$ cat src/rtl/fav_pkg.sv
// Shared sizing helpers for the frame-locked averaging filter.
package fav_pkg;
    // Width of a sum of 2**lg samples of sw bits without overflow.
    function automatic int sum_width(input int sw, input int lg);
        return sw + lg;
    endfunction
    // Width of a counter able to hold the value n.
    function automatic int count_width(input int n);
        return (n > 1) ? $clog2(n + 1) : 1;
    endfunction
endpackage

$ cat src/rtl/fav_strobe_gen.sv
// Conversion-strobe sequencer: each frame pulse launches NSAMP strobes,
// the first one cycle after the pulse and then every DIV cycles.
// Assumes DIV*NSAMP fits inside one switching period.
module fav_strobe_gen #(
    parameter int NSAMP = 16,
    parameter int DIV   = 500
) (
    input  logic clk,
    input  logic rst_n,
    input  logic frame_i,
    output logic start_o
);
    localparam int DW = (DIV > 1) ? $clog2(DIV) : 1;
    localparam int CW = fav_pkg::count_width(NSAMP);

    logic          running_q;
    logic [DW-1:0] div_q;
    logic [CW-1:0] issued_q;

    // Strobe when the spacing counter wraps and strobes remain
    assign start_o = running_q && (div_q == '0) && (issued_q != CW'(NSAMP));

    // Restart the schedule on a frame pulse, otherwise pace and count strobes
    always_ff @(posedge clk) begin
        if (!rst_n) begin
            running_q <= 1'b0;
            div_q     <= '0;
            issued_q  <= '0;
        end else if (frame_i) begin
            running_q <= 1'b1;
            div_q     <= '0;
            issued_q  <= '0;
        end else if (running_q) begin
            div_q <= (div_q == DW'(DIV - 1)) ? '0 : div_q + 1'b1;
            if (start_o) issued_q <= issued_q + 1'b1;
        end
    end

    generate
        if (DIV > 1) begin : g_gap

            strobe_gap_chk: assert property (@(posedge clk) disable iff (!rst_n)
                start_o |=> !start_o);
        end
    endgenerate
endmodule

$ cat src/rtl/fav_accum.sv
// Window accumulator: it sums the first 2**LG valid samples after a frame
// pulse and reports completion together with the final sum. A valid that
// arrives with the frame pulse, or before the first pulse, is dropped.
module fav_accum #(
    parameter int SW = 10,
    parameter int LG = 4
) (
    input  logic                                   clk,
    input  logic                                   rst_n,
    input  logic                                   frame_i,
    input  logic                                   vld_i,
    input  logic [SW-1:0]                          data_i,
    output logic                                   done_o,
    output logic [fav_pkg::sum_width(SW,LG)-1:0]   sum_o,
    output logic                                   active_o,
    output logic                                   full_o
);
    localparam int N  = 1 << LG;
    localparam int AW = fav_pkg::sum_width(SW, LG);
    localparam int CW = fav_pkg::count_width(N);

    logic [AW-1:0] acc_q;
    logic [CW-1:0] cnt_q;
    logic          active_q;
    logic          take;

    // Accept a sample only inside an open window that is not yet full
    assign take     = active_q && vld_i && !frame_i && (cnt_q != CW'(N));
    assign sum_o    = acc_q + AW'(data_i);
    assign done_o   = take && (cnt_q == CW'(N - 1));
    assign active_o = active_q;
    assign full_o   = (cnt_q == CW'(N));

    // Clear at each frame pulse, accumulate accepted samples
    always_ff @(posedge clk) begin
        if (!rst_n) begin
            acc_q    <= '0;
            cnt_q    <= '0;
            active_q <= 1'b0;
        end else if (frame_i) begin
            acc_q    <= '0;
            cnt_q    <= '0;
            active_q <= 1'b1;
        end else if (take) begin
            acc_q <= sum_o;
            cnt_q <= cnt_q + 1'b1;
        end
    end


    frame_clear_chk: assert property (@(posedge clk) disable iff (!rst_n)
        frame_i |=> (acc_q == '0));
endmodule

$ cat src/rtl/fav_result.sv
// Result stage: it registers the shifted average and its strobe when a
// window completes, and updates the short-frame flag at each frame pulse.
module fav_result #(
    parameter int SW = 10,
    parameter int LG = 4
) (
    input  logic                                 clk,
    input  logic                                 rst_n,
    input  logic                                 frame_i,
    input  logic                                 done_i,
    input  logic [fav_pkg::sum_width(SW,LG)-1:0] sum_i,
    input  logic                                 active_i,
    input  logic                                 full_i,
    output logic [SW-1:0]                        avg_o,
    output logic                                 avg_vld_o,
    output logic                                 err_o
);
    localparam int AW = fav_pkg::sum_width(SW, LG);

    // Capture the truncated average on window completion, else hold
    always_ff @(posedge clk) begin
        if (!rst_n) begin
            avg_o     <= '0;
            avg_vld_o <= 1'b0;
        end else begin
            avg_vld_o <= done_i;
            if (done_i) avg_o <= sum_i[AW-1:LG];
        end
    end

    // Judge the period that just closed when the next one opens
    always_ff @(posedge clk) begin
        if (!rst_n)       err_o <= 1'b0;
        else if (frame_i) err_o <= active_i && !full_i;
    end


    avg_pulse_chk: assert property (@(posedge clk) disable iff (!rst_n)
        avg_vld_o |=> !avg_vld_o);

    avg_hold_chk: assert property (@(posedge clk) disable iff (!rst_n)
        (avg_o != $past(avg_o)) |-> avg_vld_o);

    err_rise_chk: assert property (@(posedge clk) disable iff (!rst_n)
        $rose(err_o) |-> $past(frame_i));

    err_fall_chk: assert property (@(posedge clk) disable iff (!rst_n)
        $fell(err_o) |-> $past(frame_i));
endmodule

$ cat src/rtl/frame_avg_filter.sv
// Switching-synchronous current averaging filter: it launches 2**LOG2_SAMPLES
// conversions per PWM frame and delivers their truncated mean with a
// one-cycle strobe. A frame that closes with a short count raises the flag.
module frame_avg_filter #(
    parameter int SAMPLE_W     = 10,
    parameter int LOG2_SAMPLES = 4,
    parameter int CONV_DIV     = 500
) (
    input  logic                clk,
    input  logic                rst_n,
    input  logic                pwm_frame,
    output logic                conv_start,
    input  logic                samp_valid,
    input  logic [SAMPLE_W-1:0] samp_data,
    output logic [SAMPLE_W-1:0] avg_out,
    output logic                avg_valid,
    output logic                short_frame_err
);
    localparam int NSAMP = 1 << LOG2_SAMPLES;
    localparam int AW    = fav_pkg::sum_width(SAMPLE_W, LOG2_SAMPLES);

    logic          win_done;
    logic [AW-1:0] win_sum;
    logic          win_active;
    logic          win_full;

    fav_strobe_gen #(.NSAMP(NSAMP), .DIV(CONV_DIV)) u_strobe (
        .clk(clk), .rst_n(rst_n), .frame_i(pwm_frame), .start_o(conv_start)
    );

    fav_accum #(.SW(SAMPLE_W), .LG(LOG2_SAMPLES)) u_accum (
        .clk(clk), .rst_n(rst_n), .frame_i(pwm_frame), .vld_i(samp_valid),
        .data_i(samp_data), .done_o(win_done), .sum_o(win_sum),
        .active_o(win_active), .full_o(win_full)
    );

    fav_result #(.SW(SAMPLE_W), .LG(LOG2_SAMPLES)) u_result (
        .clk(clk), .rst_n(rst_n), .frame_i(pwm_frame), .done_i(win_done),
        .sum_i(win_sum), .active_i(win_active), .full_i(win_full),
        .avg_o(avg_out), .avg_vld_o(avg_valid), .err_o(short_frame_err)
    );


    avg_after_valid_chk: assert property (@(posedge clk) disable iff (!rst_n)
        avg_valid |-> $past(samp_valid));

    no_strobe_before_frame_chk: assert property (@(posedge clk) disable iff (!rst_n)
        (!win_active) |-> !conv_start);
endmodule

$ cat config.mk
export PLATFORM = sky130hd
export DESIGN_NAME = frame_avg_filter
export DESIGN_NICKNAME = d
export VERILOG_FILES = /design/src/rtl/fav_pkg.sv /design/src/rtl/fav_strobe_gen.sv /design/src/rtl/fav_accum.sv /design/src/rtl/fav_result.sv /design/src/rtl/frame_avg_filter.sv
export SDC_FILE = /design/constraint.sdc
export NUM_CORES = 1
export LEC_CHECK = 0
export CORE_MARGIN = 8
export CORE_UTILIZATION = 50
export CTS_BUF_LIST = sky130_fd_sc_hd__clkbuf_16
export CTS_CLUSTER_DIAMETER = 200
export DETAILED_ROUTE_END_ITERATION = 8
export GPL_TIMING_DRIVEN = 0
export PLACE_DENSITY_LB_ADDON = 0.2
export SYNTH_ARGS = -nofsm -noshare
export SYNTH_HDL_FRONTEND = slang
export SYNTH_SLANG_ARGS = --single-unit
export TNS_END_PERCENT = 1
$ cat constraint.sdc
create_clock -name clk -period 1.9 [get_ports clk]
set_input_delay 0.285 -clock clk [delete_from_list [all_inputs] [get_ports clk]]
set_output_delay 0.285 -clock clk [all_outputs]
set_load 0.01 [all_outputs]
Word level (Yosys, flattened, before mapping)
Cells that the tools add are included.
{ "word_totals": {"register_bits": 46, "inputBits": 14, "elab_cells": 31} }
{ "classes": {"bitwise": 1, "n_reduce_logical": 12, "mux": 1, "eq_ne": 5, "addsub": 4} }
{ "op_table": {"columns": ["op", "count"], "rows": [
  ["14-bit by 10-bit adder with 14-bit output", 1],
  ["5-bit by 1-bit adder with 5-bit output (second input constant)", 2],
  ["5-bit != test (second input constant)", 2],
  ["9-bit by 1-bit adder with 9-bit output (second input constant)", 1],
  ["9-bit equality test (second input constant)", 1],
  ["9-bit zero test", 1],
  ["9-bit two-way mux", 1],
  ["1-bit logical AND", 7],
  ["5-bit by 4-bit equality test with 1-bit output (second input constant)", 1],
  ["5-bit equality test (second input constant)", 1],
  ["1-bit zero test", 2],
  ["2-bit AND reduction", 1],
  ["2-bit OR reduction", 1],
  ["1-bit inverter", 1]
]} }

Logic depth before layout (Yosys ltp)
Gate-level depths: netlist of the first run.
{ "logic_depth": {"ltp_word": 4, "depth_mapped": 8, "mapped_depth_nobuf": 8} }

Cells and area by module
From an unflattened synthesis of the first run, not the netlist that was laid out.
{ "unflattened": {"cells_unflattened": 320, "area_unflattened_um2": 2770.2} }
{ "modules_own_cells": {"columns": ["mod", "cells_each", "seq_area_each_um2", "instances", "area_per_inst_um2"], "rows": [
  ["fav_accum", 196, 400.4, 1, 1549.0],
  ["fav_strobe_gen", 86, 300.3, 1, 775.7],
  ["fav_result", 38, 240.2, 1, 445.4]
]} }

Least setup slack after synthesis of the first run
OpenSTA, ideal clock, no wires.
{ "synth_timing": {"path_type": "register to register", "startpoint": "reg u_accum.acc_q[0]", "endpoint": "reg u_accum.acc_q[12]", "t_required_ns": 1.776, "stages_incl_launch_ff": 9, "t_arrival_ns": 1.830, "setup_time_ns": 0.124, "slack_ns": -0.054, "cell_sequence": "dfxtp_1 > ha_1 > inv_1 > fa_1 > nand2b_1 > a211oi_1 > o31a_1 > o2111ai_1 > mux2i_1"} }
{ "synth_via": {"elab_chain_cells": 1} }
{ "synth_rtl": {"columns": ["element", "line", "rtl"], "rows": [
  ["start: declaration", "fav_accum.sv:22", "logic [AW-1:0] acc_q;"],
  ["start signal: assignment", "fav_accum.sv:45", "acc_q <= sum_o;"],
  ["14-bit by 10-bit adder with 14-bit output", "fav_accum.sv:29", "assign sum_o = acc_q + AW'(data_i);"]
]} }
No other way between the ends.
A chain may end at the register's enable or synchronous reset.

Worst setup path in the final report of the first run
{ "layout_timing": {"startpoint": "reg u_accum.acc_q[0]", "endpoint": "reg u_result.avg_o[6]"} }
{ "layout_via": {"elab_chain_cells": 1} }
{ "layout_rtl": {"columns": ["element", "line", "rtl"], "rows": [
  ["14-bit by 10-bit adder with 14-bit output", "fav_accum.sv:29", null],
  ["end signal: assignment", "fav_result.sv:27", "if (done_i) avg_o <= sum_i[AW-1:LG];"],
  ["end: declaration", "fav_result.sv:14", "output logic [SW-1:0] avg_o,"]
]} }
No other way between the ends.

==> results of run 1 <==
[worst min-delay path, delay by kind of cell (launching register included)]
kind             cells  cell delay (ns)
AO/OA/AOI/OAI        1             0.05
flip-flops           1             0.31
AND/OR/NAND/NOR      1             0.05
[kinds of logic after synthesis]
kind of cell | Yosys count | share of synthesized area [%]
AOI/OAI and AO/OA | 72 | 18.7
xor gates and xnor gates | 13 | 4.36
adders and majority gates | 18 | 8.90
buffers and inverters | 31 | 5.17
DFF | 46 | 35.2
muxes | 5 | 1.96
and+or+nand+nor | 131 | 25.7
[power breakdown]
group          leakage [nW]  switching (mW)  internal (mW)  total, mW
clock                0.0724           0.365          0.476      0.841
combinational         0.861           0.121          0.103      0.224
sequential            0.374         0.00745          0.973      0.980
total                  1.31           0.494           1.55       2.05
[cell type report]
type	count	area, µm²	area share [%]
Buffer	12	62.6	1.81
Tap cell	70	87.6	2.53
Clock inverter	3	12.5	0.362
Inverter	15	56.3	1.63
Timing Repair Buffer	47	405	11.7
Multi-Input combinational cell	239	1780	51.5
Clock buffer	5	125	3.62
Sequential cell	46	927	26.8
[worst paths after layout]
path / to / depth (start not counted)
min: u_result.avg_o[2]$_SDFFE_PN0P_ / 2
max: u_result.avg_o[6]$_SDFFE_PN0P_ / 9
min reg2reg: u_result.avg_o[2]$_SDFFE_PN0P_ / 2
max reg2reg: u_result.avg_o[6]$_SDFFE_PN0P_ / 9
[through the flow]
stage	hold slack, ns	TNS [ns]	util [%]
final	0.455	-0.180	68.1
after global routing	0.469	-1.02	68.1
after CTS	0.457	-0.334	66.0
after detailed placement	0.448	-13.01	58.5
after global placement	0.445	-12.27	58.5
after floorplan	0.401	-0.0697	-
[registers in the layout, indices dropped and copies added (netlist names)]
register	cells
u_accum.acc_q	14
u_accum.active_o	1
u_accum.cnt_q	5
u_result.avg_o	10
u_result.avg_vld_o	1
u_result.err_o	1
u_strobe.div_q	9
u_strobe.issued_q	5
[Yosys cell counts, types with 2 or more instances]
| library cell | instances | share of area (%) |
|---|---|---|
| a211oi_1 | 7 | 2.0 |
| a21o_1 | 7 | 2.0 |
| a21oi_1 | 21 | 4.0 |
| a31oi_1 | 3 | 0.72 |
| a41o_1 | 2 | 0.77 |
| and3_1 | 7 | 1.7 |
| and4_1 | 3 | 1.0 |
| buf_1 | 2 | 0.29 |
| buf_2 | 3 | 0.57 |
| buf_6 | 2 | 0.86 |
| clkbuf_1 | 9 | 1.3 |
| dfxtp_1 | 46 | 35 |
| ha_1 | 17 | 8.1 |
| inv_1 | 14 | 2.0 |
| mux2i_1 | 4 | 1.5 |
| nand2_1 | 30 | 4.3 |
| nand2b_1 | 4 | 0.96 |
| nand3_1 | 17 | 3.3 |
| nand4_1 | 10 | 2.4 |
| nand4b_1 | 2 | 0.67 |
| nand4bb_1 | 2 | 0.86 |
| nor2_1 | 33 | 4.7 |
| nor2b_1 | 3 | 0.72 |
| nor3_1 | 7 | 1.3 |
| nor4bb_1 | 2 | 0.77 |
| o2111ai_1 | 3 | 1.0 |
| o211ai_1 | 3 | 0.86 |
| o21ai_0 | 5 | 0.96 |
| o21ai_1 | 5 | 0.96 |
| o21ai_2 | 2 | 0.67 |
| or2_2 | 2 | 0.48 |
| or3_1 | 4 | 0.96 |
| xnor2_1 | 4 | 1.3 |
| xor2_1 | 9 | 3.0 |
[per-layer routing]
layer / GRT usage [%] / vias up / share of wire (%)
met2: 30.7 / 59 / 50
li1: - / 1243 / -
met1: 21.2 / 1182 / 44
met5: 0 / - / 0
met4: 5.38 / 0 / 1.1
met3: 2.97 / 7 / 4.8
[what timing repair did]
action	4_1_cts	5_1_grt
resized for setup	41	22
pin swaps	21	14
setup buffers	15	6
endpoints found under the setup margin	25	30
==> metrics, run 1 <==
Worst setup SP type=flop; Power Density=approximately 600 nW/µm²; CTS clk-pin slew, worst paths=about 0.060 ns; FFs w/ async S/R, synth=0%; Achievable Freq=around 510 MHz; peak fanout along the critical path=4; slowest cell on the critical path=dfxtp_2; DRC viols=0; PnR worst setup slack=-0.0574 ns; synthesized area=between 2000 and 3000 µm²; Leak=1.31 nW; die area=7800 µm²; GPL Wtd Cong=approximately 0.9; Root Buffer=clkbuf_16; Initial Utilization=51.5%; Top Ports=27; WS Path Type=reg -> reg; top_reg_cell synth=dfxtp_1; DR WL/cell=approximately 15 µm; Setup-failing EPs final=4; hpwl dp=between 4 and 5 mm; Mapped Cells=between 300 and 400; count of final max-slew check failures=0; clk_lat worst skew=a little under 0.3 ns; part of the cycle the worst path needs=103%; fillers=438; Worst Skew=0.00365 ns; antenna viol nets, final=0; first-pass GRT wire length=about 11 mm; syn avg cell area=approximately 8.3 µm²; Iteration-0 DRC Markers=~160; global route total overflow=0; largest net degree at the start of global routing=14; Longest Clk Path Bufs=2; crit path DAT=roughly 2.2 ns; Critical Path RT=2.11 ns; failing checks=negative setup slack; Reg2Reg Setup Slack=-0.06 ns; pre-CTS setup slack=-0.695 ns; Syn Nets=~350; CTS Hold Bufs=0; largest delay contributor family on the critical path=compound AO/OA/AOI/OAI gates; fin cells=437; Pwr Total=between 2 and 2.5 mW; CTS sink count=46; Die X-Extent=between 80 and 90 µm; die height=slightly below 90 µm; Peak VDD IR=0.399 mV; CTS tree=yes; number of flops mapped to enable cells by yosys=0; # diodes=0; critical path's largest stage delay=0.34 ns; post-synthesis cell type count=56; final instance area=3460 µm²; routed vias=2491; initial antenna violation count=0; dpl cells=a little over 400; Synth Register Bits=46; CP startpoint=u_accum.acc_q[0]$_SDFFE_PP0N_; sequential area share after synthesis=around a third; final hold vios=0; Num CTS Buffers=5; commonest non-fill, non-tap cell in the layout=dfxtp_1; port bufs=26; nets=about 400; Worst Hold Launch=u_result.avg_o[2]$_SDFFE_PN0P_; Crit. End Element=flop; fraction of layout cells with a size suffix above 1=20.4%; RSZ-0062 raised after global routing=yes; worst hold path class=reg -> reg; outcome=complete, but fails checks; normalized max-slew margin=69.5%; drt total wl=6.69 mm; Post-DP Area=just under 3000 µm²; Placeable Area=between 5000 and 6000 µm²; area grow syn2layout=32.3%; vias in the first global route=about 2300; Vias/cell=between 5 and 6; FF-to-FF Start=u_accum.acc_q[0]$_SDFFE_PP0N_; max_cap viols=0; htree depth=2; DRT Pass-1 Iters=4; # rows=26; Total GRT Usage=approximately 18%; yosys warns=0; minimum clock period=between 1.5 and 2 ns; most frequent cells in the layout=dfxtp_1, nor2_1, nand2_1; Slew @ Worst Pin=between 0.4 and 0.5 ns; crit-path cells=ha_4, inv_2, fa_2, nand2b_4, a211oi_4, o31a_1, buf_4, nand4b_1, o211ai_1; Buf+Inv Stages, Crit Path=2
(Power assumes the default switching activity.)
==> inputs of run 2 (changes only) <==
SKIP_CTS_REPAIR_TIMING = 1   (was not set)
==> metrics, run 2 (same netlist as run 1, synthesis figures left out) <==
vias in the first global route=2172 (-6.6%); peak fanout along the critical path=5 (+1); largest delay contributor family on the critical path=simple AND/OR/NAND/NOR gates; WS Path Type=reg -> reg; largest net degree at the start of global routing=14 (unchanged); GPL Wtd Cong=0.890 (unchanged); die area=7800 µm² (unchanged); footprint of the multi-input gates=1720 µm² (-3.2%); Reg with most FFs=u_accum.acc_q; # rows=26 (unchanged); RSZ-0062 raised after global routing=yes; most frequent cells in the layout=dfxtp_1, nor2_1, nand2_1; Worst Skew=0.00318 ns (-0.000472 ns); Longest Clk Path Bufs=2 (unchanged); Slew @ Worst Pin=0.646 ns (+0.189 ns); normalized max-slew margin=56.7% (-13 points); htree depth=2 (unchanged); Reg area=925 µm² (-0.27%); logic gate share of total power=10.5% (-0.4 points); fillers=434 (-0.91%); count of final max-slew check failures=0 (unchanged); dpl cells=412 (unchanged); sequential share of power=48.2% (+0.3 points); switching share of power=23.9% (-0.18 points); nets=391 (-1.8%); worst hold path class=in -> reg; commonest non-fill, non-tap cell in the layout=dfxtp_1; minimum clock period=2.10 ns (+0.142 ns); crit path DAT=2.33 ns (+0.16 ns); Peak VDD IR=0.399 mV (about the same); crit-path cells=ha_4, buf_6, a21o_1, and4_1, o31a_1, or4b_1, nand3_1; Critical Path RT=2.13 ns (+0.02 ns); max reg flops=14 (unchanged); slowest cell on the critical path=or4b_1; Setup-failing EPs final=11 (+7); Leak=1.31 nW (+0.16%); port bufs=26 (unchanged); CTS tree=yes; initial antenna violation count=0 (unchanged); max_cap viols=0 (unchanged); DR WL/cell=15.3 µm (-0.27%); pre-CTS setup slack=-0.695 ns (unchanged); global route total overflow=0 (unchanged); first-pass GRT wire length=10.1 mm (-8.2%); routed vias=2459 (-1.3%); outcome=complete, but fails checks; Total GRT Usage=16.2% (-1.4 points); drt total wl=6.56 mm (-1.9%); Root Buffer=clkbuf_16; CTS clk-pin slew, worst paths=0.06 ns (about the same); Sum Neg Setup Slack=-1.10 ns (-0.916 ns); Top Ports=27 (unchanged); critical path's largest stage delay=0.53 ns (+0.19 ns); final hold vios=0 (unchanged); PnR worst setup slack=-0.199 ns (-0.142 ns); Placeable Area=5070 µm² (unchanged); DRT Pass-1 Iters=4 (unchanged); # diodes=0 (unchanged); failing checks=negative setup slack; Initial Utilization=51.5% (unchanged); Worst setup SP type=flop; Iteration-0 DRC Markers=87 (-47%); Vias/cell=5.72 (+0.32%); part of the cycle the worst path needs=110% (+7.5 points); switching power=0.487 mW (-1.3%); antenna viol nets, final=0 (unchanged); internal power=1.55 mW (-0.34%); DRC viols=0 (unchanged); Power Density=601 nW/µm² (+1.6%); fraction of layout cells with a size suffix above 1=16.4% (-4.0 points); area grow syn2layout=29.4%; Buf+Inv Stages, Crit Path=1 (-1); Num CTS Buffers=5 (unchanged); clk_lat worst skew=0.29 ns (about the same); hpwl dp=4.44 mm (unchanged); clock power share=41.3% (+0.2 points); Crit. End Element=flop; die height=88.3 µm (unchanged); fin cells=430 (-1.6%); Hold WS=0.442 ns (-0.0129 ns); biggest regs=u_accum.acc_q: 14 flops, u_result.avg_o: 10 flops, u_strobe.div_q: 9 flops; Achievable Freq=476 MHz (-6.8%); CTS sink count=46 (unchanged); Die X-Extent=88.3 µm (unchanged)
-- run 2: cell type report --
class,instances,share of cell area [%]
Inverter,15,1.66
Clock inverter,3,0.370
Timing Repair Buffer,38,10.7
Multi-Input combinational cell,239,51.0
Buffer,14,2.70
Sequential cell,46,27.3
Clock buffer,5,3.70
Tap cell,70,2.59
-- run 2: path summary, 6_finish.rpt --
kind	from	end	slack (ns)	cells after the start
setup reg to reg	u_accum.acc_q[5]$_SDFFE_PP0N_	u_accum.acc_q[10]$_SDFFE_PP0N_	-0.20	7
hold / removal	samp_data[0]	u_accum.acc_q[0]$_SDFFE_PP0N_	0.44	4
setup / recovery	u_accum.acc_q[5]$_SDFFE_PP0N_	u_accum.acc_q[10]$_SDFFE_PP0N_	-0.20	7
hold reg to reg	u_result.avg_o[2]$_SDFFE_PN0P_	u_result.avg_o[2]$_SDFFE_PN0P_	0.46	2
-- run 2: worst reg2reg max path, cell delays in order (launching register included) --
cell     delay [ns]
dfxtp_2        0.33
ha_4           0.23
buf_6          0.12
a21o_1         0.20
and4_1         0.22
o31a_1         0.32
or4b_1         0.53
nand3_1        0.10
-- run 2: through the flow --
step	utilization (%)	area, µm²	power (mW)
3_5_place_dp	58.5	2970	1.18
6_report	66.7	3380	2.03
5_1_grt	66.7	3380	2.11
4_1_cts	61.2	3100	2.01
2_1_floorplan	-	2620	1.11
3_3_place_gp	58.5	2970	1.18
-- run 2: per-layer routing --
metal	GRT usage [%]	share of wire, %	vias up
li1	-	-	1238
met5	0	0	-
met1	20.4	46	1148
met3	2.97	4.7	9
met2	26.6	48	64
met4	5.99	1.6	0
-- run 2: power by group through the flow --
stage	combinational [mW]	sequential (mW)	clock, mW
floorplan	0.114	1.00	0
global placement	0.180	1.00	0
detailed placement	0.181	1.00	0
CTS	0.182	0.979	0.851
global route	0.233	0.981	0.895
finish	0.214	0.980	0.840
